===== config.mk =====
export PLATFORM = sky130hd
export DESIGN_NAME = serial_mag_cmp
export DESIGN_NICKNAME = d
export VERILOG_FILES = /design/src/rtl/serial_mag_cmp.sv
export SDC_FILE = /design/constraint.sdc
export NUM_CORES = 1
export LEC_CHECK = 0
export ABC_CLOCK_PERIOD_IN_PS = 900
export BUFFER_PORTS_ARGS = -buffer_cell sky130_fd_sc_hd__buf_2
export CAP_MARGIN = 15
export CORE_AREA = 2 2 39 41
export CTS_CLUSTER_DIAMETER = 80
export DETAILED_ROUTE_END_ITERATION = 12
export DIE_AREA = 0 0 41 43
export PLACE_DENSITY = 0.35
export SLEW_MARGIN = 20
export SYNTH_ARGS = -nofsm -noshare
export SYNTH_HDL_FRONTEND = slang
export SYNTH_SLANG_ARGS = --single-unit
export TNS_END_PERCENT = 100

===== constraint.sdc =====
create_clock -name clk -period 0.9 [get_ports clk]
set_input_delay 0.09 -clock clk [delete_from_list [all_inputs] [get_ports clk]]
set_output_delay 0.09 -clock clk [all_outputs]
set_load 0.02 [all_outputs]

===== src/rtl/serial_mag_cmp.sv =====
module serial_mag_cmp (
  input  logic clk,
  input  logic rst,
  input  logic start,
  input  logic valid,
  input  logic a_bit,
  input  logic b_bit,
  output logic a_gt,
  output logic b_gt
);

  typedef enum logic [1:0] {
    CMP_EQ  = 2'd0,
    CMP_AHI = 2'd1,
    CMP_BHI = 2'd2
  } cmp_t;

  cmp_t cur_q, base, nxt;
  logic a_wins, b_wins;

  assign base   = start ? CMP_EQ : cur_q;
  assign a_wins = valid & a_bit & ~b_bit;
  assign b_wins = valid & b_bit & ~a_bit;

  always_comb begin
    nxt = base;
    if (base == CMP_EQ) begin
      if (a_wins)      nxt = CMP_AHI;
      else if (b_wins) nxt = CMP_BHI;
    end
  end

  always_ff @(posedge clk) begin
    if (rst) cur_q <= CMP_EQ;
    else     cur_q <= nxt;
  end

  assign a_gt = (base == CMP_AHI) | ((base == CMP_EQ) & a_wins);
  assign b_gt = (base == CMP_BHI) | ((base == CMP_EQ) & b_wins);

endmodule


==> impl_metrics.ini, run 1 <==
[route]
ant_nets = 0
viasPerCell = 3.610
via_count = 148
drt_iter0_drc = 9
first_pass_iters = 2
wirelength_microns = 376
drcViolationCount = 0
wire_per_inst_microns = 9.171

[hold_path]
worstHoldPathType = input pin to flip-flop

[die]
num_rows = 14
fp.dieArea_sq_um = 1763
die_x_microns = 41
io_pins = 8
die_h_microns = 43
coreArea_sq_um = 1384
start_util_pct = 8.861

[finish]
nets = 33
top_regs = cur_q x2
fill_cells = 151
area_delta_synth_final_pct = 108.2
fin_cells = 41
diodes = 0
drive_above_1_share_pct = 72.00
multi_input_area_sq_um = 118.9
mostFrequentLayoutCell = buf_2
regArea_sq_um = 42.54
top_register = cur_q
largest_reg_flops = 2
most-common-layout-cells = buf_2 (5), clkbuf_4 (3)
utilization_pct = 18.44

[setup_path]
cp_slowest_cell = dfxtp_2
crit_buf_inv = 1
cp.required_ns = 0.81
crit_fanout = 3
critical_path_arrival_ns = 0.91
slowest_delay_ns = 0.32
end_kind = primary output
critical_path.cell_chain = nor2b_4 -> a21oi_2 -> buf_6
worstSetupPathType = flip-flop to primary output
startpoint_type = flip-flop
cp_top_family = flip-flops

[sta]
finalCritPeriodShare_pct = 110.7
finalSetupViolCount = 2
max_freq_mhz = 1003
rsz0062_at_grt = true
hold_ws_ns = 0.1249
layout_setup_ws_ns = -0.09661
maxSlewViolCount = 0
hold_viol_final = 0
tightest_slew_ns = 0.2046
slew_headroom_pct = 86.24
period_needed_ns = 0.9966
fin_worst_skew_ns = 0.002124

[cts]
h-tree-depth = 1
clock-sinks = 2
cts_tree = yes
cts_buffers = 3
clk_pin_slew_ns = 0.03
root_buffer = clkbuf_4
holdBufCountCts = 0
clk_path_buf_depth = 2
clkLatencyLatePin_ns = 0.22

[global_routing]
grt_max_degree = 7
antenna_found_initial = 0
grt_pass1_wl_microns = 579
grt-ovfl-total = 0
grt.total_usage_pct = 5.511
grt_pass1_vias = 163

[power]
p_leak_uw = 0.00009383
pwr_density_cell_nw_per_um2 = 1366
finalPower_uw = 348.8
peakVddDrop_mv = 0.5888

[run]
max_cap_violations = 0

[yosys]
synth_compound_area_share_pct = 20.41
synth_top_family_by_area = simple AND/OR/NAND/NOR gates
yosysWarnings = 0
synth_area_per_cell_sq_um = 8.758
synth.ff_latch_count = 2
synth_simple_gate_area_share_pct = 46.94
yosysSeqAreaShare_pct = 32.65
synthCells = 14
synthXorXnorAreaFrac_pct = 0
syn-cell-area_sq_um = 122.6
synth_nets = 20
synthAdderAreaFrac_pct = 0
muxShareOfSynthArea_pct = 0
ys_types = 7

[status]
violations = negative setup slack
outcome = complete, but fails checks

[placement]
dp_slack_ns = 0.03835
port_buffers = 7
dp_cells = 37
detailed_place_hpwl_microns = 246.5
gp_congestion = 0.6508
## report_power, final
part / internal, uW / total, uW / switching, uW
logic: 32.0 / 62.8 / 30.8
clock network: 146 / 189 / 42.9
registers: 93.8 / 96.6 / 2.86
## synthesized netlist by cell type, drive strengths merged
library cell	count	area (sq um)
or3b	2	17.52
dfxtp	2	40.04
a21oi	2	10.01
o31ai	2	15.01
nand3b	2	15.01
nor2b	2	12.51
nand2b	2	12.51
## timing repair
action                                 CTS  global route
gates resized for setup                 10             3
setup endpoints to repair                2             2
endpoints found under the hold margin    0             0
setup buffers                            0             1
## cell families (layout without fill, tap and decap cells)
group	count (synthesis)	in the layout
buffers and inverters	0	11
and+or+nand+nor	8	8
DFF	2	2
AOI/OAI and AO/OA	4	4
## routing by layer
metal	part of all wire (%)	track usage, %
met4	0	6.000
met1	42	4.473
met3	6.6	4.712
met5	0	0
met2	51	7.187
## worst paths after layout
check                       from             endpoint  slack [ns]  cells past startpoint
min reg2reg  cur_q[1]$_SDFF_PP0_  cur_q[1]$_SDFF_PP0_        0.59                      2
max reg2reg  cur_q[0]$_SDFF_PP0_  cur_q[0]$_SDFF_PP0_        0.01                      2
max          cur_q[1]$_SDFF_PP0_                 a_gt        -0.1                      3
min                          rst  cur_q[0]$_SDFF_PP0_        0.12                      2
## through the flow
step                      cell area (sq um)  setup TNS, ns
after global placement                177.7              0
after global routing                  255.2        -0.2818
after CTS                             230.2        -0.1910
final                                 255.2        -0.1832
after floorplan                       122.6              0
after detailed placement              177.7              0
## final cells by class
type / count / area share [%]
Multi-Input combinational cell: 12 / 46.57
Timing Repair Buffer: 8 / 20.10
Sequential cell: 2 / 16.67
Clock buffer: 3 / 8.824
Tap cell: 16 / 7.843
Power figures use the tool's default switching activity.
==> run 2: changes to the inputs <==
--- a/config.mk
+++ b/config.mk
@@ -12,7 +12,6 @@
 export CTS_CLUSTER_DIAMETER = 80
 export DETAILED_ROUTE_END_ITERATION = 12
 export DIE_AREA = 0 0 41 43
-export PLACE_DENSITY = 0.35
 export SLEW_MARGIN = 20
 export SYNTH_ARGS = -nofsm -noshare
 export SYNTH_HDL_FRONTEND = slang
==> run 2 against run 1 <==
The flow still finishes with violations (negative setup slack). Global-route usage rose by 0.59 points. Final area increased by 4.4%. Maximum frequency decreased by 1.4%. Count of clock-buffer cells in the layout stayed put. Critical path type unchanged. Largest cell class unchanged. Sequential share of layout area is 0.70 points lower. Highest routed layer unchanged. Largest power group unchanged.
==> impl_metrics.ini, run 2 (synthesis gave the netlist of run 1 again) <==
[setup_path]
cp.required_ns = 0.81
startpoint_type = flip-flop
r2r_start = cur_q[0]$_SDFF_PP0_
critical_path_arrival_ns = 0.92
reg2reg_to = cur_q[0]$_SDFF_PP0_
reg2reg_slack_ns = 0.02
worstSetupPathType = flip-flop to primary output
crit_fanout = 3
ff2ff_path_depth = 2
end_kind = primary output

[finish]
drive_above_1_share_pct = 73.08
mostFrequentLayoutCell = buf_2
largest_reg_flops = 2
stdcell_area_sq_um = 266.5
area_delta_synth_final_pct = 117.3
fill_cells = 164
diodes = 0
most-common-layout-cells = buf_2 (5), clkbuf_4 (3)
top_register = cur_q
regArea_sq_um = 42.54
fin_cells = 42
top_regs = cur_q x2
nets = 34
utilization_pct = 19.26
multi_input_area_sq_um = 118.9

[cts]
clk_pin_slew_ns = 0.03
clk_path_buf_depth = 2
cts_tree = yes
clock-sinks = 2
root_buffer = clkbuf_4
holdBufCountCts = 0
clkLatencyLatePin_ns = 0.23
cts_buffers = 3
h-tree-depth = 1

[sta]
period_needed_ns = 1.011
slew_headroom_pct = 87.06
setup_tns_ns = -0.2062
hold_viol_final = 0
fin_worst_skew_ns = 0.006821
tightest_slew_ns = 0.1934
rsz0062_at_grt = true
hold_ws_ns = 0.1232
layout_setup_ws_ns = -0.1105
finalSetupViolCount = 2
maxSlewViolCount = 0
max_freq_mhz = 989.6
finalCritPeriodShare_pct = 112.3

[die]
fp.dieArea_sq_um = 1763
io_pins = 8
die_h_microns = 43
num_rows = 14
die_x_microns = 41
start_util_pct = 8.861
coreArea_sq_um = 1384

[global_routing]
grt-ovfl-total = 0
grt_pass1_wl_microns = 600
grt.total_usage_pct = 6.100
grt_max_degree = 7
antenna_found_initial = 0
grt_pass1_vias = 169

[route]
wirelength_microns = 385
drt_iter0_drc = 3
viasPerCell = 3.476
via_count = 146
ant_nets = 0
first_pass_iters = 2
wire_per_inst_microns = 9.167
drcViolationCount = 0

[hold_path]
hold_end = cur_q[0]$_SDFF_PP0_
hold_depth = 2
min-delay-start = rst
worstHoldPathType = input pin to flip-flop

[placement]
gp_congestion = 0.6094
place_area_sq_um = 177.7
port_buffers = 7
dp_cells = 37

[power]
p_leak_uw = 0.0001001
pwr_density_cell_nw_per_um2 = 1366
peakVddDrop_mv = 0.4422

[status]
outcome = complete, but fails checks
violations = negative setup slack

[run]
max_cap_violations = 0
==> run 2: what timing repair did <==
action,4_1_cts,5_1_grt
buffers inserted,1,1
pin swaps,0,1
hold endpoints to repair,0,0
resized for setup,10,4
setup endpoints to repair,2,3
==> run 2: cell type report <==
class | instances | area share [%]
multi-input combinational | 12 | 44.60
timing repair buffer | 9 | 23.47
sequential | 2 | 15.96
clock buffer | 3 | 8.451
tap | 16 | 7.512
==> run 2: through the flow <==
step           setup WS (ns)  total power, uW
3_3_place_gp         0.05524            138.8
4_1_cts              -0.1345            360.7
5_1_grt              -0.1662            386.3
6_report             -0.1105            364.0
3_5_place_dp         0.04415            139.4
2_1_floorplan        0.04325            116.7
==> run 2: how the worst max path moves through the flow <==
| stage | slack (ns) | end | cells past startpoint | start |
|---|---|---|---|---|
| after CTS | -0.13 | b_gt | 3 | cur_q[0]$_SDFF_PP0_ |
| after global placement | 0.06 | b_gt | 3 | cur_q[0]$_SDFF_PP0_ |
| final | -0.11 | b_gt | 3 | cur_q[0]$_SDFF_PP0_ |
| after floorplan | 0.04 | a_gt | 2 | cur_q[1]$_SDFF_PP0_ |
| after global routing | -0.17 | b_gt | 3 | cur_q[0]$_SDFF_PP0_ |
| after detailed placement | 0.04 | b_gt | 3 | cur_q[0]$_SDFF_PP0_ |
==> run 2: report_power, final <==
group	total, uW	switching (uW)	internal (uW)
Clock	202	54.3	147
Combinational	66.2	31.4	34.8
Sequential	96.2	2.49	93.7
Total	364	88.1	276
==> run 2: worst max-delay path, stage by stage, from the launching register on <==
cell and delay (ns):
dfxtp_2 0.31, nor2b_4 0.12, a21oi_2 0.12, buf_6 0.13
==> run 2: layer usage <==
layer  vias up  part of all wire [%]  wire length (microns)  global-route usage, %
met5         -                     0                      0                      0
met4         0                     0                      0                  8.000
met3         0                   3.1                     12                  4.712
met2         4                    52                    202                  8.438
met1        65                    44                    171                  4.127
li1         77                     -                      -                      -
==> run 3: changes to the inputs <==
--- a/config.mk
+++ b/config.mk
@@ -9,6 +9,7 @@
 export BUFFER_PORTS_ARGS = -buffer_cell sky130_fd_sc_hd__buf_2
 export CAP_MARGIN = 15
 export CORE_AREA = 2 2 39 41
+export CTS_BUF_LIST = sky130_fd_sc_hd__clkbuf_8
 export CTS_CLUSTER_DIAMETER = 80
 export DETAILED_ROUTE_END_ITERATION = 12
 export DIE_AREA = 0 0 41 43
==> run 3 against run 2 <==
The run still ends with negative setup slack left. Largest cell class unchanged. Via count rose by 1.4%. Maximum frequency rose by 1.9%. Worst setup slack improved by 0.019 ns. Routed wire length rose by 3.6%. Global-route usage rose by 0.10 points. Critical path depth did not move.
==> impl_metrics.ini, run 3 (synthesis gave the netlist of run 1 again) <==
[status]
outcome = complete, but fails checks
violations = negative setup slack

[route]
highest_layer = met3
wl_met1_microns = 170
wl_met3_microns = 16
viasPerCell = 3.524
routed-wl-met2_microns = 211
via_count = 148
wire_per_inst_microns = 9.500
first_pass_iters = 2
ant_nets = 0
drt_iter0_drc = 2
drcViolationCount = 0
wirelength_microns = 399

[placement]
gp_congestion = 0.6094
dp_cells = 37
port_buffers = 7
dp_slack_ns = 0.04415

[die]
die_h_microns = 43
io_pins = 8
start_util_pct = 8.861
coreArea_sq_um = 1384
die_x_microns = 41
fp.dieArea_sq_um = 1763
num_rows = 14

[cts]
clk_path_buf_depth = 2
root_buffer = clkbuf_8
clkLatencyLatePin_ns = 0.21
cts_buffers = 3
cts_tree = yes
holdBufCountCts = 0
h-tree-depth = 1
clk_pin_slew_ns = 0.03
clock-sinks = 2

[global_routing]
grt_pass1_wl_microns = 614
grt.total_usage_pct = 6.200
grt-ovfl-total = 0
grt_pass1_vias = 171
antenna_found_initial = 0
grt_max_degree = 7

[power]
p_switching_uw = 101.4
p_leak_uw = 0.0001079
p_clk_share_pct = 68.2
pwr_density_cell_nw_per_um2 = 1796
finalPower_uw = 512.4
share_seq_of_total_power_pct = 18.8
swShare_pct = 19.79
comb_power_share_pct = 13.0
peakVddDrop_mv = 0.6877
internal_power_uw = 411.0

[finish]
nets = 34
top_regs = cur_q x2
fin_cells = 42
most-common-layout-cells = buf_2 (5), clkbuf_8 (3)
fill_cells = 162
top_register = cur_q
largest_reg_flops = 2
mostFrequentLayoutCell = buf_2
diodes = 0
area_delta_synth_final_pct = 132.7
drive_above_1_share_pct = 73.08

[setup_path]
critical_path_arrival_ns = 0.90
ff2ff_path_depth = 2
slowest_delay_ns = 0.31
startpoint_type = flip-flop
crit_fanout = 3
critical_path_depth = 3
cp.required_ns = 0.81
worstSetupPathType = flip-flop to primary output
cp_slowest_cell = dfxtp_2
end_kind = primary output
critical_path.cell_chain = nor2b_4 -> a21oi_2 -> buf_6
crit_buf_inv = 1
cp_top_family = flip-flops

[run]
max_cap_violations = 0

[sta]
period_needed_ns = 0.9919
layout_setup_ws_ns = -0.09188
max_freq_mhz = 1008
finalCritPeriodShare_pct = 110.2
fin_worst_skew_ns = 0.004573
rsz0062_at_grt = true
slew_headroom_pct = 87.17
tightest_slew_ns = 0.1918
hold_viol_final = 0
finalSetupViolCount = 2
maxSlewViolCount = 0

[hold_path]
hold_depth = 2
worstHoldPathType = input pin to flip-flop
==> run 3: layout make-up <==
class	count	area, sq um	share of cell area (%)
Timing Repair Buffer	9	62.56	21.93
Tap cell	16	20.02	7.018
Clock buffer	3	41.29	14.47
Multi-Input combinational cell	12	118.9	41.67
Sequential cell	2	42.54	14.91
==> run 3: power groups by stage <==
stage	combinational, uW	sequential [uW]	clock (uW)
after detailed placement	43.2	96.2	0
after floorplan	21.2	95.5	0
final	66.8	96.3	349
after global placement	42.8	96.0	0
after global routing	72.6	96.9	372
after CTS	56.0	96.2	363
==> run 3: path summary, 6_finish.rpt <==
check	from	to	slack (ns)
worst max-delay path	cur_q[0]$_SDFF_PP0_	b_gt	-0.09
worst min-delay path	rst	cur_q[0]$_SDFF_PP0_	0.14
worst max register to register	cur_q[0]$_SDFF_PP0_	cur_q[0]$_SDFF_PP0_	0.02
worst min register to register	cur_q[1]$_SDFF_PP0_	cur_q[1]$_SDFF_PP0_	0.56
==> run 3: timing repair <==
item,in CTS,in global routing
resized for setup,10,4
setup buffers,1,1
setup endpoints to repair,2,3
hold endpoints to repair,0,0
==> run 3: per-stage QoR <==
stage	util [%]	hold WS, ns	setup TNS [ns]	instance area [sq um]
2_1_floorplan	-	0.1918	0	122.6
3_3_place_gp	12.84	0.3291	0	177.7
3_5_place_dp	12.84	0.3348	0	177.7
4_1_cts	18.54	0.1066	-0.1939	256.5
5_1_grt	20.61	0.1514	-0.2843	285.3
6_report	20.61	0.1426	-0.1742	285.3
==> run 3: metal layers <==
metal,vias to the layer above,track usage (%)
li1,77,-
met1,67,4.127
met2,4,8.750
met3,0,4.712
met4,0,8.000
met5,-,0
